### src/rtl/rtcRegPkg.sv
package rtcRegPkg;
  localparam int DATA_W      = 8;
  localparam int IDX_W       = 7;
  localparam int NUM_TIME    = 7;
  localparam int STORE_DEPTH = 1 << IDX_W;
  localparam int TIME_W      = NUM_TIME * DATA_W;

  localparam logic [IDX_W-1:0] IDX_CTLA = 7'd10;
  localparam logic [IDX_W-1:0] IDX_CTLB = 7'd11;
  localparam logic [IDX_W-1:0] IDX_STAT = 7'd12;
  localparam logic [IDX_W-1:0] IDX_VLD  = 7'd13;

  localparam int A_UIP  = 7;
  localparam int B_SET  = 7;
  localparam int B_PIE  = 6;
  localparam int B_AIE  = 5;
  localparam int B_UIE  = 4;
  localparam int B_SQWE = 3;
  localparam int C_IRQF = 7;
  localparam int C_PF   = 6;
  localparam int C_UF   = 4;

  localparam logic [DATA_W-1:0] PWR_A   = 8'h26;
  localparam logic [DATA_W-1:0] PWR_B   = 8'h02;
  localparam logic [DATA_W-1:0] PWR_C   = 8'h00;
  localparam logic [DATA_W-1:0] FIXED_D = 8'h80;
  localparam logic [DATA_W-1:0] EVEN_RD = 8'hFF;

  typedef struct packed {
    logic wrStore;
    logic wrTime;
    logic wrCtlA;
    logic wrCtlB;
    logic rdStat;
  } regStrobe_t;

  function automatic logic [IDX_W-1:0] timeSlot(input int k);
    if (k < 3) return IDX_W'(2 * k);
    else       return IDX_W'(k + 3);
  endfunction

  function automatic logic isTimeSlot(input logic [IDX_W-1:0] idx);
    logic hit;
    hit = 1'b0;
    for (int k = 0; k < NUM_TIME; k++) begin
      if (idx == timeSlot(k)) hit = 1'b1;
    end
    return hit;
  endfunction
endpackage

### src/rtl/rtcAccessCtl.sv
module rtcAccessCtl
  import rtcRegPkg::*;
(
  input  logic              clk,
  input  logic              porN,
  input  logic              rstN,
  input  logic              busSel,
  input  logic              busWr,
  input  logic              busAddr,
  input  logic [DATA_W-1:0] busWdata,
  input  logic              setNow,
  output logic [IDX_W-1:0]  curIdx,
  output regStrobe_t        strb,
  output logic              loadCal
);
  logic dataWr, dataRd, idxWr, isCtl, timeHit, leaveSet, loadNext;

  always_comb begin
    idxWr   = busSel & busWr & ~busAddr & rstN;
    dataWr  = busSel & busWr & busAddr & rstN;
    dataRd  = busSel & ~busWr & busAddr & rstN;
    timeHit = isTimeSlot(curIdx);
    isCtl   = (curIdx == IDX_CTLA) | (curIdx == IDX_CTLB) |
              (curIdx == IDX_STAT) | (curIdx == IDX_VLD);
    strb.wrCtlA  = dataWr & (curIdx == IDX_CTLA);
    strb.wrCtlB  = dataWr & (curIdx == IDX_CTLB);
    strb.wrTime  = dataWr & timeHit;
    strb.wrStore = dataWr & ~isCtl & ~timeHit;
    strb.rdStat  = dataRd & (curIdx == IDX_STAT);
    leaveSet = strb.wrCtlB & ~busWdata[B_SET] & setNow;
    loadNext = (strb.wrTime & ~setNow) | leaveSet;
  end

  always_ff @(posedge clk) begin
    if (!porN)      curIdx <= '0;
    else if (idxWr) curIdx <= busWdata[IDX_W-1:0];
  end

  always_ff @(posedge clk) begin
    if (!porN || !rstN) loadCal <= 1'b0;
    else                loadCal <= loadNext;
  end


  load_has_cause_chk: assert property (@(posedge clk) disable iff (!porN)
    loadCal |-> $past(busSel & busWr & busAddr));

  no_load_in_set_chk: assert property (@(posedge clk) disable iff (!porN)
    (strb.wrTime & setNow) |=> !loadCal);
endmodule

### src/rtl/rtcRegBank.sv
module rtcRegBank
  import rtcRegPkg::*;
(
  input  logic              clk,
  input  logic              porN,
  input  logic              rstN,
  input  regStrobe_t        strb,
  input  logic [IDX_W-1:0]  curIdx,
  input  logic              busAddr,
  input  logic [DATA_W-1:0] busWdata,
  output logic [DATA_W-1:0] busRdata,
  input  logic              perEvt,
  input  logic              alarmEvt,
  input  logic              updStart,
  input  logic              updDone,
  input  logic [TIME_W-1:0] timeIn,
  output logic [TIME_W-1:0] timeOut,
  output logic [DATA_W-1:0] ctlA,
  output logic [DATA_W-1:0] ctlB,
  output logic              setNow,
  output logic              irq
);
  logic [DATA_W-1:0] store [STORE_DEPTH];
  logic [DATA_W-1:0] ctlC;
  logic              uipNx, irqfNx;
  logic [6:0]        aLowNx;
  logic [DATA_W-1:0] bNx;
  logic [2:0]        flagsNx;

  assign setNow = ctlB[B_SET];
  assign irq    = ctlC[C_IRQF];

  always_ff @(posedge clk) begin
    if (!porN) begin
      for (int i = 0; i < STORE_DEPTH; i++) store[i] <= '0;
    end else if (rstN) begin
      if (updDone && !setNow) begin
        for (int k = 0; k < NUM_TIME; k++)
          store[timeSlot(k)] <= timeIn[k*DATA_W +: DATA_W];
      end
      if (strb.wrStore || strb.wrTime) store[curIdx] <= busWdata;
    end
  end

  for (genvar k = 0; k < NUM_TIME; k++) begin : gTime
    assign timeOut[k*DATA_W +: DATA_W] = store[timeSlot(k)];
  end

  always_comb begin
    uipNx = ctlA[A_UIP];
    if (updStart && !setNow) uipNx = 1'b1;
    if (updDone) uipNx = 1'b0;
    if (strb.wrCtlB && busWdata[B_SET]) uipNx = 1'b0;
    aLowNx = strb.wrCtlA ? busWdata[6:0] : ctlA[6:0];
    bNx = ctlB;
    if (strb.wrCtlB) begin
      bNx = busWdata;
      if (busWdata[B_SET]) bNx[B_UIE] = 1'b0;
    end
    flagsNx = strb.rdStat ? 3'b000 : ctlC[C_PF:C_UF];
    flagsNx = flagsNx | {perEvt, alarmEvt, updDone};
    irqfNx  = |(flagsNx & bNx[B_PIE:B_UIE]);
  end

  always_ff @(posedge clk) begin
    if (!porN) begin
      ctlA <= PWR_A;
      ctlB <= PWR_B;
      ctlC <= PWR_C;
    end else if (!rstN) begin
      ctlB[B_PIE]  <= 1'b0;
      ctlB[B_AIE]  <= 1'b0;
      ctlB[B_SQWE] <= 1'b0;
      ctlC         <= '0;
    end else begin
      ctlA <= {uipNx, aLowNx};
      ctlB <= bNx;
      ctlC <= {irqfNx, flagsNx, 4'b0000};
    end
  end

  always_comb begin
    if (!busAddr) busRdata = EVEN_RD;
    else begin
      case (curIdx)
        IDX_CTLA: busRdata = ctlA;
        IDX_CTLB: busRdata = ctlB;
        IDX_STAT: busRdata = ctlC;
        IDX_VLD:  busRdata = FIXED_D;
        default:  busRdata = store[curIdx];
      endcase
    end
  end


  uip_kept_chk: assert property (@(posedge clk) disable iff (!porN)
    (strb.wrCtlA & ~updStart & ~updDone) |=>
      (ctlA[A_UIP] == $past(ctlA[A_UIP])) && (ctlA[6:0] == $past(busWdata[6:0])));

  set_entry_chk: assert property (@(posedge clk) disable iff (!porN)
    (strb.wrCtlB & busWdata[B_SET]) |=> (!ctlB[B_UIE] && !ctlA[A_UIP]));

  stat_clear_chk: assert property (@(posedge clk) disable iff (!porN)
    (strb.rdStat & ~perEvt & ~alarmEvt & ~updDone) |=> (ctlC == '0) && !irq);

  soft_reset_chk: assert property (@(posedge clk) disable iff (!porN)
    !rstN |=> (ctlC == '0) && !ctlB[B_PIE] && !ctlB[B_AIE] && !ctlB[B_SQWE]);

  irq_enabled_chk: assert property (@(posedge clk) disable iff (!porN)
    irq |-> |(ctlC[C_PF:C_UF] & ctlB[B_PIE:B_UIE]));

  flag_survives_chk: assert property (@(posedge clk) disable iff (!porN)
    (strb.rdStat & perEvt) |=> ctlC[C_PF]);
endmodule

### src/rtl/rtcIndexedRegs.sv
module rtcIndexedRegs
  import rtcRegPkg::*;
(
  input  logic              clk,
  input  logic              porN,
  input  logic              rstN,
  input  logic              busSel,
  input  logic              busWr,
  input  logic              busAddr,
  input  logic [DATA_W-1:0] busWdata,
  output logic [DATA_W-1:0] busRdata,
  input  logic              perEvt,
  input  logic              alarmEvt,
  input  logic              updStart,
  input  logic              updDone,
  input  logic [TIME_W-1:0] timeIn,
  output logic [TIME_W-1:0] timeOut,
  output logic              loadCal,
  output logic [DATA_W-1:0] ctlAOut,
  output logic [DATA_W-1:0] ctlBOut,
  output logic              irq
);
  regStrobe_t       strb;
  logic [IDX_W-1:0] curIdx;
  logic             setNow;

  rtcAccessCtl uCtl (
    .clk(clk), .porN(porN), .rstN(rstN),
    .busSel(busSel), .busWr(busWr), .busAddr(busAddr), .busWdata(busWdata),
    .setNow(setNow), .curIdx(curIdx), .strb(strb), .loadCal(loadCal)
  );

  rtcRegBank uBank (
    .clk(clk), .porN(porN), .rstN(rstN), .strb(strb), .curIdx(curIdx),
    .busAddr(busAddr), .busWdata(busWdata), .busRdata(busRdata),
    .perEvt(perEvt), .alarmEvt(alarmEvt), .updStart(updStart), .updDone(updDone),
    .timeIn(timeIn), .timeOut(timeOut), .ctlA(ctlAOut), .ctlB(ctlBOut),
    .setNow(setNow), .irq(irq)
  );
endmodule

### config.mk
export PLATFORM = sky130hd
export DESIGN_NAME = rtcIndexedRegs
export DESIGN_NICKNAME = d
export VERILOG_FILES = /design/src/rtl/rtcRegPkg.sv /design/src/rtl/rtcAccessCtl.sv /design/src/rtl/rtcRegBank.sv /design/src/rtl/rtcIndexedRegs.sv
export SDC_FILE = /design/constraint.sdc
export NUM_CORES = 2
export LEC_CHECK = 0
export BUFFER_PORTS_ARGS = -buffer_cell sky130_fd_sc_hd__buf_2
export CAP_MARGIN = 30
export CORE_ASPECT_RATIO = 0.6
export CORE_UTILIZATION = 45
export DETAILED_ROUTE_END_ITERATION = 7
export SLEW_MARGIN = 10
export SYNTH_ARGS = -nofsm -noshare
export SYNTH_HDL_FRONTEND = slang
export SYNTH_HIERARCHICAL = 1
export SYNTH_SLANG_ARGS = --single-unit
### constraint.sdc
create_clock -name clk -period 6.4 [get_ports clk]
set_input_delay 1.6 -clock clk [delete_from_list [all_inputs] [get_ports clk]]
set_output_delay 1.6 -clock clk [all_outputs]
set_load 0.1 [all_outputs]
==> Word level (Yosys, flattened, before mapping) <==
Memory sizes are Yosys's and may differ from the RTL's. A register that Yosys moved wholly into a read port is not among the register bits.
Cells that the tools add are included.
{ "word_totals": {"ff_bits": 32, "ram_bits": 1024, "input_bits": 74, "output_inout_bits": 82, "elab_cells": 133, "memories": 1} }
{ "mem_list": {"columns": ["name", "depth", "word_bits", "read_ports", "rd_clocked_by_memory_dff", "wr", "line", "rtl"], "rows": [
  ["uBank.store", 128, 8, 8, 1, 128, "rtcRegBank.sv:23", "logic [DATA_W-1:0] store [STORE_DEPTH];"]
]} }
{ "op_classes": {"n_eq_ne": 16, "mux": 36, "bitwise": 54, "reduce_logical": 16} }
{ "ops": {"columns": ["op", "n"], "rows": [
  ["8-bit 2-to-1 mux", 9],
  ["7-bit by 4-bit equality test with 1-bit output, second input constant", 6],
  ["7-bit equality test, first input constant", 6],
  ["8-bit one-hot mux with 4 select lines", 1],
  ["1-bit AND", 29],
  ["7-bit 2-to-1 mux", 4],
  ["7-bit by 3-bit equality test with 1-bit output, second input constant", 3],
  ["1-bit 2-to-1 mux", 21],
  ["1-bit NOT", 12],
  ["1-bit bitwise OR", 11],
  ["2-bit AND reduction", 4],
  ["8-bit OR reduction", 1],
  ["7-bit by 2-bit equality test with 1-bit output, second input constant", 1],
  ["7-bit zero test", 1],
  ["3-bit AND", 1],
  ["1-bit logical AND", 3],
  ["1-bit zero test", 3],
  ["3-bit 2-to-1 mux", 1],
  ["3-bit bitwise OR", 1],
  ["3-bit nonzero test", 1],
  ["3-bit OR reduction", 1],
  ["1-bit logical OR", 2]
]} }

==> Logic depth before layout (Yosys ltp) <==
{ "logic_depth": {"depth_word": 18, "ltp_mapped": 11, "ltp_nobuf": 10} }

==> Hierarchy <==
The synthesis kept the hierarchy.
{ "modules_own_cells": {"columns": ["module", "n_inst", "cells_per_inst", "area_per_inst_um2", "seq_area_each_um2"], "rows": [
  ["rtcRegBank", 1, 3836, 48989.5, 31149.9],
  ["rtcAccessCtl", 1, 55, 435.4, 160.2]
]} }

==> Least setup slack after synthesis <==
OpenSTA, ideal clock, no wires.
{ "synth_path": {"path_kind": "reg2out", "startpoint": "register uCtl.curIdx[1]", "endpoint": "output port busRdata[0]", "arrival_ps": 3178, "required_ps": 4800, "path_slack_ps": 1622, "stages_incl_launch_ff": 10, "path_buffers": 3, "cell_sequence": "dfxtp_1 -> buf_4 -> or2_2 -> buf_2 -> buf_2 -> o22ai_1 -> o21ai_0 -> a41oi_1 -> nor4_1 -> o221ai_1"} }
{ "synth_via": {"elab_chain_len": 3, "word_cells_on_any_way": 6, "cone_classes": "4 x eq/ne; 2 x mux"} }
{ "synth_rtl": {"columns": ["element", "line", "rtl"], "rows": [
  ["start: declaration", "rtcAccessCtl.sv:12", "output logic [IDX_W-1:0] curIdx,"],
  ["start signal: assignment", "rtcAccessCtl.sv:36", "else if (idxWr) curIdx <= busWdata[IDX_W-1:0];"],
  ["7-bit by 4-bit equality test with 1-bit output", "rtcRegBank.sv:85", "case (curIdx)"],
  ["8-bit one-hot mux with 4 select lines (*)", "rtcRegBank.sv:85", null],
  ["8-bit 2-to-1 mux (*)", "rtcRegBank.sv:83", "if (!busAddr) busRdata = EVEN_RD;"],
  ["end: declaration", "rtcIndexedRegs.sv:11", "output logic [DATA_W-1:0] busRdata,"]
]} }
Mark *: on every way between the ends. The rest lies on a longest branch, timed or not.

==> Worst setup path after layout <==
{ "layout_path": {"startpoint": "register uCtl.curIdx[1]", "endpoint": "output port busRdata[1]"} }
Same word-level chain as after synthesis.

==> flow_summary.rst <==
.. list-table::
   :header-rows: 1

   * - Metric
     - Value
   * - Outcome
     - complete, no violations
   * - Reg2Reg Setup Slack
     - 1760 ps
   * - Slew @ Worst Pin
     - approximately 1000 ps
   * - Antenna violation net count after detailed routing
     - 0
   * - Number of H-tree levels
     - 3
   * - CP Cell Sequence
     - or2b_4 -> buf_4 -> o22ai_1 -> o21ai_0 -> a41oi_1 -> nor4_2 -> o221ai_1 -> buf_2
   * - Port bufs
     - 155
   * - Clock Pin Slew Worst Setup and Hold Paths
     - about 70 ps
   * - Number of synthesized flops with an enable pin
     - 1024
   * - Post-route insts no fill
     - around 5600
   * - Routed wire length per instance
     - between 20 and 30 um
   * - Number of buffers between clock root and the deepest sink
     - 3
   * - Worst clock skew
     - 16.9 ps
   * - Slew Limit Headroom
     - 0.322
   * - Area Growth Syn to Fin
     - 12.6%
   * - Number of antenna violations at the first check in global routing
     - 3
   * - Hold slack final
     - around 480 ps
   * - Share of the cycle needed by the critical path after routing
     - 1.00
   * - Leading register cell type out of synthesis
     - edfxtp_1
   * - Most area-consuming cells after synthesis
     - edfxtp_1 62%, and2_1 12%, mux2i_1 10%
   * - Slowest cell on the critical path
     - dfxtp_2
   * - Sequential fraction of design power
     - 0.528
   * - Synth area leader
     - edfxtp_1
   * - Clock tree from TritonCTS
     - done
   * - Combinational power share
     - 0.071
   * - HPWL after detailed placement
     - just over 90 mm
   * - Net load switching power
     - between 0.003 and 0.004 W
   * - Highest routing layer actually used
     - met5
   * - Max-slew violations
     - 0
   * - Total Nets Final
     - ~4100
   * - Tightest Hold Check Type
     - reg -> reg
   * - Horiz. Die Dim
     - between 400 and 500 um
   * - Inserted Clock Buffers
     - 98
   * - Leakage power total
     - 19.0 nW
   * - First-pass GRT wire length
     - around 210 mm
   * - Fraction of power spent switching nets
     - 0.240
   * - Count of maximum capacitance violations
     - 0
   * - Register area share after synthesis
     - 0.633
   * - Endpoint kind of the worst setup timing path
     - output pin
   * - Via count of the first global-routing pass
     - 30300
   * - Vert. Die Dim
     - about 260 um
   * - Filler Cell Count
     - about 9200
   * - Routability-driven placement congestion ratio
     - ~0.90
   * - Post-synth cell types
     - 41
   * - Number of core rows
     - 93
   * - Master cell of the clock root buffer
     - clkbuf_16
   * - Placement-stage cell area
     - 52300 sq um
   * - Share of Yosys cell area claimed by the top area cell type
     - 0.622
   * - Average size of a mapped cell
     - 12.7 sq um
   * - Sort of element at the start of the critical path
     - register
   * - Share of final-layout standard cells stronger than drive strength 1
     - 0.136
   * - Synthesized instance count
     - 3891
   * - Met1 layer wirelength in the final routing
     - 72.0 mm
   * - Later-pin clock latency in the skew report
     - roughly 730 ps
   * - Total global-route track usage
     - 0.264
   * - Endpoint arrival time on the critical path
     - ~4800 ps
   * - Initial cell density of the core
     - 0.457
   * - Number of design rule violations left after detail routing
     - 0
   * - Number of top-level pins
     - approximately 160
   * - DRT Pass-1 Iters
     - 6
   * - Power per unit of standard cell area
     - between 200 and 300 nW/um^2
   * - Part of the total power dissipated in the clock network
     - 0.401
   * - Area of the placeable core
     - around 110000 sq um
   * - Net Count, Synth
     - about 4000
   * - DR vias
     - roughly 33000
   * - Cell Int Power
     - around 0.011 W
   * - Unrepaired setup endpoints after global routing
     - no
   * - Fraction of synthesis flops using an asynchronous set or reset pin
     - 0
   * - Wire length after detailed routing
     - 149 mm
   * - Peak VDD IR
     - approximately 230 uV
   * - Slowest cell delay on critical path
     - 750 ps
   * - Hold Fails Final Rpt
     - 0
   * - Detailed route wirelength on metal3
     - 16.2 mm
   * - Via count normalized by instance count
     - slightly below 6
   * - Biggest fanout along the worst timing path
     - 34
   * - Pin count of the biggest net entering global routing
     - around 100
   * - Syn Std Cell Area
     - 49400 sq um
   * - Number of placed instances, taps included
     - between 5000 and 6000
   * - Die area
     - about 110000 sq um
   * - Min cycle time layout
     - about 6400 ps
   * - Synthesis warning total
     - 6
   * - Met2 layer wire length in the routed design
     - between 50 and 60 mm
   * - Final-layout setup total negative slack
     - 0 ps
   * - Type of the worst setup path
     - reg -> out
   * - Cell area after layout
     - around 56000 sq um
   * - Setup-failing EPs final
     - 0
   * - Worst EP required
     - 4800 ps
   * - Count of state elements after synthesis
     - between 1000 and 1500
   * - DRC violation total after the first TritonRoute iteration
     - around 4300
   * - # clock sinks
     - 1052
   * - Global route total overflow
     - 0
   * - Timing-limited maximum frequency
     - approximately 0.16 GHz
## metal layers
metal	track usage	vias up
met1	0.432	16500
met2	0.339	1579
met5	0.00841	-
met3	0.0716	167
met4	0.0538	2
li1	-	14500
## power groups by stage
stage          registers [W]  clock network [W]  logic, W
3_3_place_gp         0.00801                  0   0.00102
2_1_floorplan        0.00816                  0  0.000451
6_report             0.00786            0.00597   0.00106
5_1_grt              0.00788            0.00632   0.00110
3_5_place_dp         0.00801                  0   0.00103
4_1_cts              0.00786            0.00605   0.00104
## cells in the mapped netlist, drive strengths merged, types with 3 or more instances
cell type and number:
o221ai 8, nand2 172, nor3 3, a22oi 4, a21oi 7, dfxtp 28
nor4 10, nor2b 8, nor2 145, clkbuf 208, nand3 17, a41oi 32
buf 117, a21boi 17, o21ai 312, mux2 3, nand2b 6, or2 4
and2 971, mux2i 518, inv 4, o22ai 257, a31oi 3, edfxtp 1024
## per-stage QoR
stage | utilization | setup slack [ps] | power (W)
2_1_floorplan | - | 1620 | 0.00862
3_3_place_gp | 0.483 | 526 | 0.00902
3_5_place_dp | 0.484 | 536 | 0.00904
4_1_cts | 0.514 | 41.4 | 0.0149
5_1_grt | 0.515 | 25.8 | 0.0153
6_report | 0.515 | 2.37 | 0.0149
## sequential cells by signal, indices dropped and copies added (netlist names)
register and cells:
uBank/store 1024, uBank/ctlA 8, uBank/ctlB 8, uCtl/curIdx 7
uBank/ctlC 4, uCtl/loadCal 1
## worst paths after layout
kind	start	cells past startpoint	endpoint
max	uCtl/curIdx[1]	8	busRdata[1]
min	uBank/ctlB[0]	2	uBank/ctlB[0]
max reg2reg	uCtl/curIdx[0]	12	uBank/store[44][4]
min reg2reg	uBank/ctlB[0]	2	uBank/ctlB[0]
## cells in the final DEF (no fill, tap or decap), drive strengths merged, types with 2 or more instances in the layout
master / count
edfxtp: 1024
and2: 971
mux2i: 518
buf: 372
o21ai: 312
o22ai: 257
nand2: 172
nor2: 145
clkbuf: 133
clkinv: 40
a41oi: 32
dfxtp: 28
a21boi: 17
nand3: 17
nor4: 10
inv: 9
o221ai: 8
nor2b: 8
bufinv: 7
a21oi: 7
or2: 6
nand2b: 6
a22oi: 4
a31oi: 3
mux2: 3
or2b: 3
nor3: 3
clkinvlp: 2
a211oi: 2
nand4: 2
nand3b: 2
## critical path: cells and delay by family, from the launching register on
family | cells | cell delay, ps
AND/OR/NAND/NOR | 2 | 1060
AO/OA/AOI/OAI | 4 | 1400
buffers and inverters | 2 | 820
flip-flops | 1 | 750
## area by class of cell
type | instances | area, sq um | area share
Tap cell | 1425 | 1780 | 0.0320
Timing Repair Buffer | 373 | 2580 | 0.0464
Multi-Input combinational cell | 2514 | 16800 | 0.301
Inverter | 4 | 15.0 | 0.000270
Sequential cell | 1052 | 31300 | 0.563
Clock inverter | 54 | 472 | 0.00847
Antenna cell | 1 | 2.50 | 0.0000450
Clock buffer | 132 | 2740 | 0.0492
## repair_timing
action	in CTS	in global routing
hold buffers	0	0
setup endpoints to repair	6	6
setup buffers	0	0
gates resized for setup	2	5
pin swaps	1	1
cloned	3	1
hold endpoints to repair	0	0
## logic make-up (layout without fill, tap and decap cells)
kind of cell | count (synthesis) | in the layout | synth area share
DFF | 1052 | 1052 | 0.633
muxes | 521 | 521 | 0.106
AOI/OAI and AO/OA | 645 | 645 | 0.0764
buffers and inverters | 329 | 563 | 0.0302
other | 0 | 1 | 0
and+or+nand+nor | 1344 | 1348 | 0.154
Power figures use the tool's default switching activity.
